--- config.mk ---
export PLATFORM = sky130hd
export DESIGN_NAME = be_word_lsu
export DESIGN_NICKNAME = d
export VERILOG_FILES = /design/src/rtl/be_lsu_pkg.sv /design/src/rtl/lsu_agen.sv /design/src/rtl/lsu_lane_swap.sv /design/src/rtl/lsu_resp.sv /design/src/rtl/be_word_lsu.sv
export SDC_FILE = /design/constraint.sdc
export NUM_CORES = 1
export LEC_CHECK = 0
export CAP_MARGIN = 20
export CORE_UTILIZATION = 37
export CTS_BUF_LIST = sky130_fd_sc_hd__clkbuf_4
export CTS_CLUSTER_DIAMETER = 200
export CTS_CLUSTER_SIZE = 14
export DETAILED_ROUTE_END_ITERATION = 10
export GPL_TIMING_DRIVEN = 0
export PLACE_DENSITY_LB_ADDON = 0.25
export SYNTH_ARGS = -nofsm -noshare
export SYNTH_HDL_FRONTEND = slang
export SYNTH_HIERARCHICAL = 1
export SYNTH_SLANG_ARGS = --single-unit
--- constraint.sdc ---
create_clock -name clk_i -period 6 [get_ports clk_i]
set_input_delay 0.6 -clock clk_i [delete_from_list [all_inputs] [get_ports clk_i]]
set_output_delay 0.6 -clock clk_i [all_outputs]
set_load 0.02 [all_outputs]
--- src/rtl/be_lsu_pkg.sv ---
package be_lsu_pkg;
  typedef enum logic {
    LSU_LOAD  = 1'b0,
    LSU_STORE = 1'b1
  } lsu_op_e;
endpackage

--- src/rtl/lsu_agen.sv ---
module lsu_agen #(
  parameter int ADDR_W = 32,
  parameter int OFF_W  = 16,
  parameter int LANES  = 4
) (
  input  logic [ADDR_W-1:0] base_i,
  input  logic [OFF_W-1:0]  offset_i,
  output logic [ADDR_W-1:0] ea_o,
  output logic              aligned_o
);
  localparam int LSB_W = $clog2(LANES);

  logic [ADDR_W-1:0] off_sext;

  always_comb begin
    off_sext  = {{(ADDR_W-OFF_W){offset_i[OFF_W-1]}}, offset_i};
    ea_o      = base_i + off_sext;  // wraps modulo 2^ADDR_W
    aligned_o = (ea_o[LSB_W-1:0] == '0);
  end
endmodule

--- src/rtl/lsu_lane_swap.sv ---
module lsu_lane_swap #(
  parameter int LANES  = 4,
  parameter int BYTE_W = 8
) (
  input  logic [LANES*BYTE_W-1:0] in_i,
  output logic [LANES*BYTE_W-1:0] out_o
);
  // register msb byte <-> lowest address lane; self-inverse
  for (genvar k = 0; k < LANES; k++) begin : g_lane
    assign out_o[k*BYTE_W +: BYTE_W] = in_i[(LANES-1-k)*BYTE_W +: BYTE_W];
  end
endmodule

--- src/rtl/lsu_resp.sv ---
module lsu_resp (
  input  logic clk_i,
  input  logic rst_ni,
  input  logic load_fire_i,
  input  logic bad_fire_i,
  output logic rvalid_o,
  output logic misalign_o
);
  always_ff @(posedge clk_i or negedge rst_ni) begin
    if (!rst_ni) begin
      rvalid_o   <= 1'b0;
      misalign_o <= 1'b0;
    end else begin
      rvalid_o   <= load_fire_i;
      misalign_o <= bad_fire_i;
    end
  end

  AST_FLAG_EXCLUSIVE: assert property (@(posedge clk_i) disable iff (!rst_ni)
    !(rvalid_o && misalign_o));
endmodule

--- src/rtl/be_word_lsu.sv ---
module be_word_lsu
  import be_lsu_pkg::*;
#(
  parameter int DATA_W = 32,
  parameter int ADDR_W = 32,
  parameter int OFF_W  = 16,
  parameter int BYTE_W = 8
) (
  input  logic                     clk_i,
  input  logic                     rst_ni,
  input  logic                     req_i,
  input  logic                     op_i,
  input  logic [ADDR_W-1:0]        base_i,
  input  logic [OFF_W-1:0]         offset_i,
  input  logic [DATA_W-1:0]        wdata_i,
  output logic [DATA_W-1:0]        rdata_o,
  output logic                     rvalid_o,
  output logic                     misalign_o,
  output logic                     mem_req_o,
  output logic                     mem_we_o,
  output logic [DATA_W/BYTE_W-1:0] mem_be_o,
  output logic [ADDR_W-1:0]        mem_addr_o,
  output logic [DATA_W-1:0]        mem_wdata_o,
  input  logic [DATA_W-1:0]        mem_rdata_i
);
  localparam int LANES = DATA_W / BYTE_W;
  localparam int LSB_W = $clog2(LANES);

  lsu_op_e           op;
  logic [ADDR_W-1:0] ea;
  logic              aligned;
  logic [DATA_W-1:0] rd_swapped;

  assign op = lsu_op_e'(op_i);

  lsu_agen #(.ADDR_W(ADDR_W), .OFF_W(OFF_W), .LANES(LANES)) u_agen (
    .base_i    (base_i),
    .offset_i  (offset_i),
    .ea_o      (ea),
    .aligned_o (aligned)
  );

  lsu_lane_swap #(.LANES(LANES), .BYTE_W(BYTE_W)) u_wr_swap (
    .in_i  (wdata_i),
    .out_o (mem_wdata_o)
  );

  lsu_lane_swap #(.LANES(LANES), .BYTE_W(BYTE_W)) u_rd_swap (
    .in_i  (mem_rdata_i),
    .out_o (rd_swapped)
  );

  always_comb begin
    mem_req_o  = req_i && aligned;
    mem_we_o   = mem_req_o && (op == LSU_STORE);
    mem_be_o   = mem_we_o ? '1 : '0;
    mem_addr_o = ea;
  end

  lsu_resp u_resp (
    .clk_i       (clk_i),
    .rst_ni      (rst_ni),
    .load_fire_i (mem_req_o && (op == LSU_LOAD)),
    .bad_fire_i  (req_i && !aligned),
    .rvalid_o    (rvalid_o),
    .misalign_o  (misalign_o)
  );

  assign rdata_o = rvalid_o ? rd_swapped : '0;

  AST_MEM_ADDR_ALIGNED: assert property (@(posedge clk_i) disable iff (!rst_ni)
    mem_req_o |-> (mem_addr_o[LSB_W-1:0] == '0));
  AST_WRITE_FULL_WORD: assert property (@(posedge clk_i) disable iff (!rst_ni)
    mem_we_o |-> (mem_req_o && mem_be_o == '1));
  AST_RVALID_FOLLOWS_READ: assert property (@(posedge clk_i) disable iff (!rst_ni)
    rvalid_o |-> $past(mem_req_o && !mem_we_o));
  AST_MISALIGN_NO_ACCESS: assert property (@(posedge clk_i) disable iff (!rst_ni)
    misalign_o |-> $past(req_i && !mem_req_o));
  AST_IDLE_RDATA_ZERO: assert property (@(posedge clk_i) disable iff (!rst_ni)
    !rvalid_o |-> (rdata_o == '0));
endmodule

==> summary.md <==
| Metric | Value |
|---|---|
| RSZ-0062 raised after global routing | false |
| Slew @ Worst Pin | 730 ps |
| Initial core utilization | 39.2% |
| Final RePlAce weighted congestion | 0.922 |
| Post-CTS setup buffers | 0 |
| Worst path arrival time | 4270 ps |
| Final ANT Viol Nets | 0 |
| Maximum clock frequency | 0.205 GHz |
| Sequential cell area | 50.0 um2 |
| Ys flop type | dfrtp_1 |
| Cts bufs inserted | 3 |
| PwrDens | 129 mW/mm2 |
| Total gr overflow | 0 |
| Seq cells post-synth | 2 |
| PnR worst setup slack | 1130 ps |
| Post-synth top cells | buf_4, a21oi_1, and2_2, ha_1, nand2_1 |
| Psw | 270 uW |
| Setup_tns | 0 ps |
| Met3 WL post-DR | 978 um |
| Count leader, synth | buf_4 |
| Post-synth EDFFs | 0 |
| Area of the multi-input gates | 0.00200 mm2 |
| Max_cap viols | 0 |
| Yosys warns | 6 |
| Initial antenna violation count | 0 |
| Port Buf Inserts | 155 |
| Final WL | 9600 um |
| Slew Limit Fails | 0 |
| HPWL after DPL | 8480 um |
| Clock power share | 5.1% |
| Asr flop ratio synth | 100% |
| Hold Path Class | input pin to async pin |
| Core area | 0.00694 mm2 |
| Post-route DRC | 0 |
| Met1 wire length | 3760 um |
| Top layer in use | met4 |
| Resized Gates After CTS | 0 |
| Logic pwr share | 92.3% |
| Area grow syn2layout | 62.2% |
| Drt initial violations | 102 |
| Switching Share | 47.5% |
| Layout fillers | 629 |
| Avg Inst Size Synth | 7.24 um2 |
| Crit path required time | 5400 ps |
| Inst Count DP | 627 |
| Yosys top cell by area | buf_4 |
| Syn Std Cell Area | 0.00272 mm2 |
| Reg power frac | 2.7% |
| Synthesized netlist cell count | 376 |
| Global-route wire length before repair | 14500 um |
| Synth cell types | 55 |
| Slew HR | 51.1% |
| Total track usage | 24.2% |
| Post-synth top area share | 19.0% |
| Vias per cell | 5.09 |
| P_int | 298 uW |
| Clk buf depth | 2 |
| Endpoint class of the critical path | output port |
| Fin. Hold Viols | 0 |
| Min cycle time layout | 4870 ps |
| Row count | 30 |
| CTS tree | built |
| Syn Nets | 524 |
| Pre-CTS WS | 1180 ps |
| Chip height | 87.8 um |
| Root buffer cell | clkbuf_4 |
| Routed via count | 3207 |
| Nets | 684 |
| Boundary pin count | 220 |
| Leak | 0.00189 uW |
| CTS Hold Buffers Added | 0 |
| Fin util | 63.6% |
| Largest net degree at the start of global routing | 18 |
| CP Launch Type | input pin |
| Kind of critical path | input pin to output port |
| Setup violators final | 0 |
| Final cell count without fillers | 630 |
| ANT cells | 0 |
| CTS H-tree lvls | 1 |
| Clock sinks | 2 |
| Synth area leaders | buf_4, ha_1, and2_2, a21oi_1, xnor2_1 |
| Die Wd | 87.8 um |
| Initial DRT Pass Iterations | 4 |
| Seq/Total Area, Yosys | 1.84% |
| Share of the clock period used by the worst path | 81.1% |
| Total power | 568 uW |
| CP max FO | 17 |
| Max IR drop VDD | 0.0734 mV |
| Clock-pin slew on the worst setup and hold paths | 30 ps |
| Share of layout cells above drive strength 1 | 23.2% |
| Total Die Area | 0.00771 mm2 |
| Vias in the first global route | 2966 |
| Status | finished, final reports clean |
| Drt wl/cell | 15.2 um |
| Metal2 WL | 4690 um |
==> critical path, cell delays in order <==
cell	delay [ps]
clkdlybuf4s50_1	940
ha_1	360
clkbuf_1	190
a21oi_1	290
o211ai_1	170
a221oi_1	430
nand3_1	230
a21oi_1	240
xnor2_1	170
clkdlybuf4s50_1	640
==> final timing paths <==
| kind | start | to | depth (start not counted) |
|---|---|---|---|
| hold / removal | rst_ni | u_resp/rvalid_o$_DFF_PN0_ | 1 |
| min in group clk_i | req_i | u_resp/misalign_o$_DFF_PN0_ | 2 |
| max in group asynchronous | rst_ni | u_resp/misalign_o$_DFF_PN0_ | 1 |
| setup / recovery | offset_i[15] | mem_addr_o[27] | 10 |
==> per-stage QoR <==
step	area, um2	hold WS (ps)
3_3_place_gp	4400	769
6_report	4420	544
4_1_cts	4420	540
2_1_floorplan	2720	304
3_5_place_dp	4400	776
5_1_grt	4420	558
==> routing by layer <==
| metal | global-route usage [%] | vias up |
|---|---|---|
| met5 | 0 | - |
| met4 | 4.92 | 0 |
| met3 | 5.28 | 16 |
| met2 | 43.3 | 150 |
| met1 | 29.5 | 1452 |
| li1 | - | 1589 |
==> flip-flops by register name, summed over array words and instances, names as in the netlist <==
signal,flops
u_resp/misalign_o,1
u_resp/rvalid_o,1
==> area by class of cell <==
type / count / area share, %
buffer: 85 / 14.2
sequential: 2 / 1.13
multi-input combinational: 277 / 45.3
clock buffer: 3 / 0.510
inverter: 12 / 1.02
tap: 96 / 2.72
timing repair buffer: 155 / 35.1
==> logic make-up (layout without fill, tap and decap cells) <==
logic type	count (synthesis)	in the layout	synth area share, %
flops	2	2	1.84
fa+ha+maj	32	32	15.0
xor+xnor	30	30	9.65
simple gates	113	113	23.4
compound gates	102	102	25.4
buf+inv	97	255	24.7
==> cells in the final DEF, fill, tap and decap left out, types with 3 or more instances in the layout <==
cell and count:
clkdlybuf4s50_1 155, buf_4 69, and2_2 32, a21oi_1 32, ha_1 31, nand2_1 26, o21ai_0 20, xnor2_1 17
xor2_1 13, nor2_1 13, inv_1 12, nand3_1 11, o211ai_1 8, nand4_1 8, clkbuf_1 7, o22ai_1 5
nand2b_1 5, clkbuf_2 4, nor3_1 4, nor4_1 4, a211oi_1 4, o21bai_1 4, clkbuf_4 3, o21a_1 3
and3_2 3
==> power groups by stage <==
| stage | combinational, uW | sequential [uW] | clock [uW] |
|---|---|---|---|
| finish | 524 | 15.1 | 28.9 |
| global route | 565 | 15.2 | 31.3 |
| CTS | 526 | 15.1 | 30.7 |
| detailed placement | 523 | 15.2 | 0 |
| global placement | 519 | 15.2 | 0 |
| floorplan | 310 | 16.5 | 0 |
(Power assumes the default switching activity.)
